**config.mk**
```make
export PLATFORM = sky130hd
export DESIGN_NAME = adgen_2d
export DESIGN_NICKNAME = d
export VERILOG_FILES = /design/src/rtl/adgen_pkg.sv /design/src/rtl/adgen_origin.sv /design/src/rtl/adgen_walk.sv /design/src/rtl/adgen_ctrl.sv /design/src/rtl/adgen_2d.sv
export SDC_FILE = /design/constraint.sdc
export NUM_CORES = 1
export LEC_CHECK = 0
export CORE_ASPECT_RATIO = 0.6
export CORE_MARGIN = 4
export CORE_UTILIZATION = 50
export CTS_CLUSTER_SIZE = 10
export DETAILED_ROUTE_END_ITERATION = 6
export PLACE_DENSITY_LB_ADDON = 0.3
export SLEW_MARGIN = 0
export SYNTH_ARGS = -nofsm -noshare
export SYNTH_HDL_FRONTEND = slang
export SYNTH_SLANG_ARGS = --single-unit
```
**constraint.sdc**
```tcl
create_clock -name clk -period 8.3 [get_ports clk]
set_input_delay 1.66 -clock clk [delete_from_list [all_inputs] [get_ports clk]]
set_output_delay 1.66 -clock clk [all_outputs]
set_load 0.02 [all_outputs]
```
**src/rtl/adgen_pkg.sv**
```systemverilog
package adgen_pkg;
  typedef enum logic [1:0] {
    ST_IDLE = 2'd0,
    ST_RUN  = 2'd1,
    ST_HOLD = 2'd2
  } adgen_state_e;
endpackage

```
**src/rtl/adgen_origin.sv**
```systemverilog
// Start-address formation and legality check for a transfer.
module adgen_origin #(
  parameter int AW        = 32,
  parameter int CW        = 16,
  parameter int POSW      = 10,
  parameter int FRAME_W   = 480,
  parameter int PIX_BYTES = 3
) (
  input  logic            cfg_origin,
  input  logic            cfg_wide,
  input  logic [AW-1:0]   cfg_base,
  input  logic [POSW-1:0] cfg_col,
  input  logic [POSW-1:0] cfg_row,
  input  logic [CW-1:0]   cfg_x_count,
  input  logic [CW-1:0]   cfg_y_count,
  output logic [AW-1:0]   start_addr,
  output logic            cfg_ok
);
  localparam int LINE_BYTES = FRAME_W * PIX_BYTES;

  logic [POSW-1:0] col_even;
  logic [AW-1:0]   placed;
  logic            aligned;

  always_comb begin
    col_even   = {cfg_col[POSW-1:1], 1'b0};
    placed     = cfg_base + AW'(col_even) * AW'(PIX_BYTES)
                          + AW'(cfg_row) * AW'(LINE_BYTES);
    start_addr = cfg_origin ? placed : cfg_base;
    aligned    = cfg_wide ? (start_addr[1:0] == 2'b00) : !start_addr[0];
    cfg_ok     = aligned && (cfg_x_count != '0) && (cfg_y_count != '0);
  end
endmodule

```
**src/rtl/adgen_walk.sv**
```systemverilog
// Address and row/element counters with frozen configuration copy.
module adgen_walk #(
  parameter int AW = 32,
  parameter int CW = 16,
  parameter int SW = 16
) (
  input  logic          clk,
  input  logic          rst_n,
  input  logic          load,
  input  logic          adv,
  input  logic          cfg_auto,
  input  logic [AW-1:0] start_addr,
  input  logic [CW-1:0] cfg_x_count,
  input  logic [SW-1:0] cfg_x_step,
  input  logic [CW-1:0] cfg_y_count,
  input  logic [SW-1:0] cfg_y_step,
  output logic [AW-1:0] addr,
  output logic          last_x,
  output logic          last_y,
  output logic          auto_q
);
  localparam int EXT = AW - SW;

  logic [AW-1:0] addr_q, addr_d, start_q;
  logic [CW-1:0] xcnt_q, xcnt_d, ycnt_q, ycnt_d, xinit_q, yinit_q;
  logic [SW-1:0] xstep_q, ystep_q;
  logic [AW-1:0] xstep_ext, ystep_ext;
  logic          walk_en;

  always_comb begin
    xstep_ext = {{EXT{xstep_q[SW-1]}}, xstep_q};
    ystep_ext = {{EXT{ystep_q[SW-1]}}, ystep_q};
    last_x    = (xcnt_q == CW'(1));
    last_y    = (ycnt_q == CW'(1));
    walk_en   = load | adv;
    addr_d    = addr_q;
    xcnt_d    = xcnt_q;
    ycnt_d    = ycnt_q;
    if (load) begin
      addr_d = start_addr;
      xcnt_d = cfg_x_count;
      ycnt_d = cfg_y_count;
    end else if (adv) begin
      if (!last_x) begin
        addr_d = addr_q + xstep_ext;
        xcnt_d = xcnt_q - CW'(1);
      end else if (!last_y) begin
        addr_d = addr_q + ystep_ext;
        xcnt_d = xinit_q;
        ycnt_d = ycnt_q - CW'(1);
      end else begin
        addr_d = start_q;
        xcnt_d = xinit_q;
        ycnt_d = yinit_q;
      end
    end
  end

  always_ff @(posedge clk or negedge rst_n) begin
    if (!rst_n) begin
      addr_q <= '0;
      xcnt_q <= '0;
      ycnt_q <= '0;
    end else if (walk_en) begin
      addr_q <= addr_d;
      xcnt_q <= xcnt_d;
      ycnt_q <= ycnt_d;
    end
  end

  always_ff @(posedge clk or negedge rst_n) begin
    if (!rst_n) begin
      start_q <= '0;
      xinit_q <= '0;
      yinit_q <= '0;
      xstep_q <= '0;
      ystep_q <= '0;
      auto_q  <= 1'b0;
    end else if (load) begin
      start_q <= start_addr;
      xinit_q <= cfg_x_count;
      yinit_q <= cfg_y_count;
      xstep_q <= cfg_x_step;
      ystep_q <= cfg_y_step;
      auto_q  <= cfg_auto;
    end
  end

  assign addr = addr_q;

  AST_ELEM_STEP: assert property (@(posedge clk) disable iff (!rst_n)
    adv && !load && !last_x |=> addr_q == $past(addr_q) + $past(xstep_ext));
  AST_ROW_STEP: assert property (@(posedge clk) disable iff (!rst_n)
    adv && !load && last_x && !last_y |=> addr_q == $past(addr_q) + $past(ystep_ext));
  AST_HOLD_ADDR: assert property (@(posedge clk) disable iff (!rst_n)
    !adv && !load |=> $stable(addr_q));
  AST_WRAP_START: assert property (@(posedge clk) disable iff (!rst_n)
    adv && !load && last_x && last_y |=> addr_q == $past(start_q));
endmodule

```
**src/rtl/adgen_ctrl.sv**
```systemverilog
// Run/hold sequencing and sticky status flags.
module adgen_ctrl
  import adgen_pkg::*;
(
  input  logic clk,
  input  logic rst_n,
  input  logic enable,
  input  logic cfg_ok,
  input  logic accept,
  input  logic last_x,
  input  logic last_y,
  input  logic auto_q,
  input  logic done_clr,
  input  logic err_clr,
  output logic load,
  output logic run,
  output logic done,
  output logic err
);
  adgen_state_e state_q, state_d;
  logic done_q, done_d, err_q, err_d;
  logic fire_last, bad, done_set;

  always_comb begin
    fire_last = (state_q == ST_RUN) && accept && last_x && last_y;
    load      = 1'b0;
    bad       = 1'b0;
    state_d   = state_q;
    if (!enable) begin
      state_d = ST_IDLE;
    end else begin
      unique case (state_q)
        ST_IDLE: begin
          if (cfg_ok) begin
            load    = 1'b1;
            state_d = ST_RUN;
          end else begin
            bad     = 1'b1;
            state_d = ST_HOLD;
          end
        end
        ST_RUN:  if (fire_last && !auto_q) state_d = ST_HOLD;
        ST_HOLD: state_d = ST_HOLD;
        default: state_d = ST_IDLE;
      endcase
    end
    done_set = enable && fire_last && !auto_q;
    done_d   = done_set | (done_q & ~done_clr);
    err_d    = bad | (err_q & ~err_clr);
  end

  always_ff @(posedge clk or negedge rst_n) begin
    if (!rst_n) begin
      state_q <= ST_IDLE;
      done_q  <= 1'b0;
      err_q   <= 1'b0;
    end else begin
      state_q <= state_d;
      done_q  <= done_d;
      err_q   <= err_d;
    end
  end

  assign run  = (state_q == ST_RUN);
  assign done = done_q;
  assign err  = err_q;

  AST_SINGLE_STOP: assert property (@(posedge clk) disable iff (!rst_n)
    enable && fire_last && !auto_q |=> !run && done);
  AST_AUTO_KEEP: assert property (@(posedge clk) disable iff (!rst_n)
    enable && fire_last && auto_q |=> run);
  AST_STICKY_DONE: assert property (@(posedge clk) disable iff (!rst_n)
    done && !done_clr |=> done);
  AST_BAD_CFG: assert property (@(posedge clk) disable iff (!rst_n)
    enable && !run && !cfg_ok && state_q == ST_IDLE |=> err && !run);
  AST_DISABLE_STOP: assert property (@(posedge clk) disable iff (!rst_n)
    !enable |=> !run);
endmodule

```
**src/rtl/adgen_2d.sv**
```systemverilog
module adgen_2d
  import adgen_pkg::*;
#(
  parameter int AW        = 32,
  parameter int CW        = 16,
  parameter int SW        = 16,
  parameter int POSW      = 10,
  parameter int FRAME_W   = 480,
  parameter int PIX_BYTES = 3
) (
  input  logic            clk,
  input  logic            rst_n,
  input  logic            enable,
  input  logic            cfg_auto,
  input  logic            cfg_wide,
  input  logic            cfg_origin,
  input  logic [AW-1:0]   cfg_base,
  input  logic [POSW-1:0] cfg_col,
  input  logic [POSW-1:0] cfg_row,
  input  logic [CW-1:0]   cfg_x_count,
  input  logic [SW-1:0]   cfg_x_step,
  input  logic [CW-1:0]   cfg_y_count,
  input  logic [SW-1:0]   cfg_y_step,
  input  logic            accept,
  input  logic            done_clr,
  input  logic            err_clr,
  output logic [AW-1:0]   addr,
  output logic            valid,
  output logic            row_end,
  output logic            xfer_end,
  output logic            run,
  output logic            done,
  output logic            err
);
  logic [AW-1:0] start_addr;
  logic          cfg_ok, load, adv, last_x, last_y, auto_q, run_i;

  adgen_origin #(
    .AW(AW), .CW(CW), .POSW(POSW), .FRAME_W(FRAME_W), .PIX_BYTES(PIX_BYTES)
  ) u_origin (
    .cfg_origin (cfg_origin),
    .cfg_wide   (cfg_wide),
    .cfg_base   (cfg_base),
    .cfg_col    (cfg_col),
    .cfg_row    (cfg_row),
    .cfg_x_count(cfg_x_count),
    .cfg_y_count(cfg_y_count),
    .start_addr (start_addr),
    .cfg_ok     (cfg_ok)
  );

  adgen_ctrl u_ctrl (
    .clk     (clk),
    .rst_n   (rst_n),
    .enable  (enable),
    .cfg_ok  (cfg_ok),
    .accept  (accept),
    .last_x  (last_x),
    .last_y  (last_y),
    .auto_q  (auto_q),
    .done_clr(done_clr),
    .err_clr (err_clr),
    .load    (load),
    .run     (run_i),
    .done    (done),
    .err     (err)
  );

  assign adv = run_i & accept;

  adgen_walk #(.AW(AW), .CW(CW), .SW(SW)) u_walk (
    .clk        (clk),
    .rst_n      (rst_n),
    .load       (load),
    .adv        (adv),
    .cfg_auto   (cfg_auto),
    .start_addr (start_addr),
    .cfg_x_count(cfg_x_count),
    .cfg_x_step (cfg_x_step),
    .cfg_y_count(cfg_y_count),
    .cfg_y_step (cfg_y_step),
    .addr       (addr),
    .last_x     (last_x),
    .last_y     (last_y),
    .auto_q     (auto_q)
  );

  assign run      = run_i;
  assign valid    = run_i;
  assign row_end  = run_i & last_x;
  assign xfer_end = run_i & last_x & last_y;

  AST_END_IN_ROW: assert property (@(posedge clk) disable iff (!rst_n)
    xfer_end |-> row_end);
  AST_START_ADDR: assert property (@(posedge clk) disable iff (!rst_n)
    load |=> valid && addr == $past(start_addr));
endmodule

```
Word-level counts from Yosys, hierarchy flattened
Cells that the tools add are included.
{"block": "op_classes", "n_addsub": 6, "n_mul": 2, "eq_ne": 5, "n_mux": 23, "bitwise_logic": 10, "reduce_logical": 18}
{"operator": "$mux W32", "count": 5}
{"operator": "$mux W16", "count": 7}
{"operator": "$add A32 B32 Y32", "count": 2}
{"operator": "$add A32 B12 Y32", "count": 1}
{"operator": "$add A32 B21 Y32", "count": 1}
{"operator": "$eq A16 B1 Y1 const B", "count": 2}
{"operator": "$reduce_bool A16 Y1", "count": 2}
{"operator": "$sub A16 B1 Y16 const B", "count": 2}
{"operator": "$mul A10 B6 Y16 const B", "count": 1}
{"operator": "$mul A9 B2 Y11 const B", "count": 1}
{"operator": "$logic_and A1 B1 Y1", "count": 8}
{"operator": "$mux W1", "count": 7}
{"operator": "$mux W2", "count": 3}
{"operator": "$pmux W2 S3", "count": 1}
{"operator": "$and A1 B1 Y1", "count": 5}
{"operator": "$logic_not A2 Y1", "count": 2}
{"operator": "$reduce_bool A2 Y1", "count": 2}
{"operator": "$ne A3 B2 Y1 const B", "count": 1}
{"operator": "$or A1 B1 Y1", "count": 3}
{"operator": "$reduce_and A3 Y1", "count": 1}
{"operator": "$eq A2 B1 Y1 const B", "count": 1}
{"operator": "$eq A2 B2 Y1 const B", "count": 1}
{"operator": "$logic_not A1 Y1", "count": 2}
{"operator": "$not A1 Y1", "count": 2}
{"operator": "$reduce_and A2 Y1", "count": 1}
{"block": "totals", "register_bits": 165, "input_bits": 125, "output_inout_bits": 38}

Depth between registers and ports, before layout
Gate-level depths: netlist of run 1.
{"block": "depth", "ltp_word": 13, "depth_mapped": 28, "ltp_nobuf": 28}

Hierarchy
A second synthesis of run 1 with hierarchy kept.
{"block": "hier_totals", "hier_cells": 1733, "area_unflattened_um2": 14701.6}
{"mod": "adgen_walk", "instances": 1, "cells_each": 1261, "area_each_um2": 10958.0, "seq_area_each_um2": 4028.9}
{"mod": "adgen_origin", "instances": 1, "cells_each": 445, "area_each_um2": 3454.6, "seq_area_each_um2": 0.0}
{"mod": "adgen_ctrl", "instances": 1, "cells_each": 23, "area_each_um2": 261.5, "seq_area_each_um2": 100.1}
{"mod": "adgen_2d", "instances": 1, "cells_each": 4, "area_each_um2": 27.5, "seq_area_each_um2": 0.0}

Least setup slack after synthesis of run 1
Ideal clock, no wire load.
{"block": "synth_timing", "path_type": "input-to-reg", "startpoint": "input cfg_row[2]", "endpoint": "register u_walk.addr_q[30] (netlist: u_walk.addr[30])", "setup_ns": 0.124, "t_arrival_ns": 6.812, "required_time_ns": 8.176, "setup_slack_ns": 1.364, "cell_stages": 27, "path_buffers": 0, "path_cell_list": "ha_1 ha_1 inv_1 fa_1 inv_1 ha_1 fa_1 a21o_1 a21oi_1 o21bai_1 a21oi_1 nor2b_1 o21a_1 o21ai_0 nand2b_1 a21oi_1 xnor2_1 ha_1 ha_1 nand2_1 nor3b_1 a221oi_1 or3_4 nor2_1 xnor2_1 o21ai_1 a211o_1"}
{"block": "synth_between", "elab_chain_cells": 4}
{"element": "start, declared", "line_no": "adgen_2d.sv:19", "rtl": "input logic [POSW-1:0] cfg_row,"}
{"element": "$mul A10 B6 Y16", "line_no": "adgen_origin.sv:28", "rtl": "+ AW'(cfg_row) * AW'(LINE_BYTES);"}
{"element": "$add A32 B21 Y32", "line_no": "adgen_origin.sv:28"}
{"element": "$mux W32", "line_no": "adgen_origin.sv:29", "rtl": "start_addr = cfg_origin ? placed : cfg_base;"}
{"element": "$mux W32", "line_no": "adgen_walk.sv:39", "rtl": "if (load) begin"}
{"element": "end signal, assigned", "line_no": "adgen_walk.sv:65", "rtl": "addr_q <= addr_d;"}
{"element": "end, declared", "line_no": "adgen_walk.sv:24", "rtl": "logic [AW-1:0] addr_q, addr_d, start_q;"}
Every way passes these cells.
A chain may end at the register's enable or synchronous reset.

Worst setup path after layout of run 1
Ends and elaborated chain as after synthesis.

==> flow_summary.yaml, run 1 <==
synth:
  yosys.area.top_type: "dfrtp_1"
  synth_flop_cell: "dfrtp_1"
  ys_seq_area_share_pct: 28.71
  ys.warnings.count: 0
  synth-async-reset-ratio_pct: 100.0
  synth_nets: 2066
  synth_common_cells: "303 x nand2_1, 165 x dfrtp_1, 153 x nor2_1"
  synth_cell_types: 91
  netlist_top_cells_area: "dfrtp_1 29%, ha_1 12%, nand2_1 7.9%"
  ys_ff_latch: 165
  syn-instance-count: 1775
  yosysMostFrequentCell: "nand2_1"
  yosys.area.top_type_share_pct: 28.71
  syn_area_um2: 14380
  synth_edf_count: 0
  synth.avg_cell_area_um2: 8.103
run_status:
  status: "finished clean"
setup_path:
  required_ps: 8630
  ff2ff_path_depth: 13
  cp.arrival_ps: 8080
  cp-start-kind: "input port"
  end_kind: "flip-flop"
  cp_max_fo: 6
  critical_path_class: "input port to flip-flop"
place:
  portBuffers: 161
  place_congestion: 1.022
  dpl.hpwl_um: 34470
  dp_cells: 2242
  place_area_um2: 16200
die:
  die_w_um: 227.0
  rows: 47
  core_um2: 27930
  die-area_um2: 31630
  start_util_pct: 51.49
  pin_count: 163
  die_height_um: 139.4
clocking:
  cts_tree: "built"
  numCtsBuffers: 17
  cts_hold_buffers: 0
  cts_resized: 0
  clk_latency_ps: 460
  htree_levels: 4
  clockBufferDepth: 2
  cts_setup_buffers: 0
  cts.sinks: 165
  ctsRootBufferMaster: "clkbuf_16"
  clk_pin_slew_ps: 70
cells_and_area:
  final_cells: 2273
  area_delta_synth_final_pct: 16.86
  drive_above_1_share_pct: 4.512
  n_fill_cell: 2487
  n_antenna_cell: 0
  nNetsFinal: 2185
  final_cell_area_um2: 16810
grt:
  antenna_found_initial: 2
  grt_pass1_wl_um: 71350
  gr-total-overflow: 0
  gr-usage-all-layers_pct: 28.38
  grt_start_max_net_pins: 119
  grt_pass1_vias: 12940
routing:
  drtIter0Drc: 1610
  wl_um: 45540
  drcViolationCount: 0
  ant_nets: 0
  wire_per_inst_um: 20.04
  viasPerCell: 6.070
  drt-pass1-iter-count: 7
  routed-via-count: 13800
timing:
  rsz0062_at_grt: "no"
  worst_pin_slew_ps: 848.4
  min_period_over_period_pct: 93.31
  setup_tns_ps: 0
  max_freq_ghz: 0.1291
  drv_slew: 0
  fin_worst_hold_slack_ps: 480.7
  fin_skew_ps: 11.15
  relSlewSlack_pct: 42.92
  min_period_ps: 7745
  finalSetupViolCount: 0
  final_hold_viol_count: 0
power:
  cellPowerDensity_nw_per_um2: 386.6
  p_total_mw: 6.498
  power.leakage_nw: 7.792
  ir_worst_vdd_v: 0.0001674
flow_run:
  cap_violations: 0
worst_hold_path:
  whs_path_depth: 2
  min_path_type: "flip-flop to flip-flop"
==> state kept, by name, summed over array words and instances, names as in the netlist, 2 cells and up <==
register        flops
u_walk.start_q     32
u_walk.xstep_q     16
u_walk.ystep_q     16
u_walk.xcnt_q      16
u_walk.ycnt_q      16
u_walk.yinit_q     16
u_walk.addr        32
u_walk.xinit_q     16
u_ctrl.state_q      2
==> critical path, stage by stage <==
cell	delay (ps)
clkdlybuf4s50_1	470
ha_1	370
ha_1	290
inv_1	50
fa_1	490
inv_1	40
ha_1	210
fa_1	480
a21o_1	190
a21oi_1	250
o21bai_1	110
a21oi_1	240
nor2b_1	80
o21a_1	190
o21ai_0	200
nand2b_1	90
a21oi_1	180
xnor2_1	140
ha_1	250
ha_1	400
nand2_1	70
nor3b_1	300
a221oi_1	140
or3_4	440
nor2_1	140
xnor2_1	200
o21ai_1	90
a211o_1	290
==> layout make-up <==
type | instances | area (µm²) | share of cell area (%)
clock inverter | 11 | 165.2 | 0.9827
inverter | 79 | 296.5 | 1.764
multi-input combinational | 1457 | 9588 | 57.05
sequential | 165 | 4129 | 24.57
tap | 367 | 459.2 | 2.732
timing repair buffer | 174 | 1723 | 10.25
clock buffer | 20 | 446.7 | 2.658
==> cell usage in the layout (no fill, tap or decap), types with 11 or more instances in the layout <==
| master | netlist | layout |
|---|---|---|
| nand2_1 | 303 | 302 |
| clkbuf_16 | 0 | 17 |
| nand4_1 | 14 | 14 |
| nand3_1 | 32 | 31 |
| o21bai_1 | 12 | 12 |
| xor2_1 | 36 | 36 |
| o21a_1 | 13 | 13 |
| a21o_1 | 62 | 62 |
| buf_4 | 2 | 12 |
| o211ai_1 | 15 | 15 |
| ha_1 | 142 | 142 |
| mux2i_1 | 13 | 13 |
| inv_1 | 79 | 79 |
| a31oi_1 | 23 | 23 |
| fa_1 | 24 | 24 |
| clkdlybuf4s50_1 | 0 | 160 |
| nor2_1 | 153 | 152 |
| a21oi_1 | 144 | 144 |
| and2_1 | 12 | 11 |
| xnor2_1 | 62 | 62 |
| nor3_1 | 34 | 34 |
| o22ai_1 | 24 | 24 |
| nor2b_1 | 18 | 18 |
| and3_1 | 18 | 18 |
| dfrtp_1 | 165 | 165 |
| nand2b_1 | 13 | 13 |
| o21ai_0 | 122 | 122 |
| a211oi_1 | 34 | 34 |
| nor4_1 | 14 | 14 |
==> stage by stage <==
stage | setup slack, ps | utilization, %
floorplan | 1364 | -
global placement | 287.4 | 57.98
detailed placement | 191.0 | 57.98
CTS | 646.2 | 60.17
global route | 332.3 | 60.17
finish | 555.2 | 60.17
==> worst paths after layout <==
| check | from | slack [ps] | to |
|---|---|---|---|
| min in group asynchronous | rst_n | 1150 | u_walk.ystep_q[7]$_DFFE_PN0P_ |
| worst min register to register | u_walk.yinit_q[7]$_DFFE_PN0P_ | 480 | u_walk.yinit_q[7]$_DFFE_PN0P_ |
| worst max-delay path | cfg_row[2] | 560 | u_walk.addr[30]$_DFFE_PN0P_ |
| worst min-delay path | u_walk.yinit_q[7]$_DFFE_PN0P_ | 480 | u_walk.yinit_q[7]$_DFFE_PN0P_ |
| max in group asynchronous | rst_n | 5320 | u_ctrl.err$_DFF_PN0_ |
| worst max register to register | u_walk.addr[0]$_DFFE_PN0P_ | 4610 | u_walk.addr[24]$_DFFE_PN0P_ |
==> kinds of logic (layout without fill, tap and decap cells) <==
group,count (synthesis),in the layout,synth area share [%]
AND/OR/NAND/NOR,650,650,20.41
AO/OA/AOI/OAI,528,528,23.40
adder cells (fa/ha/maj),166,166,15.69
flip-flops,165,165,28.71
buffers and inverters,153,284,4.758
XOR/XNOR,98,98,5.968
multiplexers,15,15,1.061
==> power by group <==
group	internal, mW	total, mW	leakage (nW)	switching, mW
logic	1.75	4.16	5.49	2.41
clock network	0.488	0.851	0.293	0.363
registers	1.12	1.49	2.01	0.369
total	3.36	6.50	7.79	3.14
==> metal layers <==
layer | global-route usage, % | wire (µm) | vias to the layer above
met5 | 1.997 | 100 | -
met4 | 5.409 | 582 | 4
met3 | 7.535 | 4159 | 53
met2 | 38.68 | 18530 | 576
met1 | 44.79 | 22170 | 6604
li1 | - | - | 6561
(Power assumes the default switching activity.)
==> run 2, diff against run 1 <==
CAP_MARGIN = 25   (was not set)
==> results of run 2 <==
No change in the layout: final DEF, timing and power equal those of run 1.
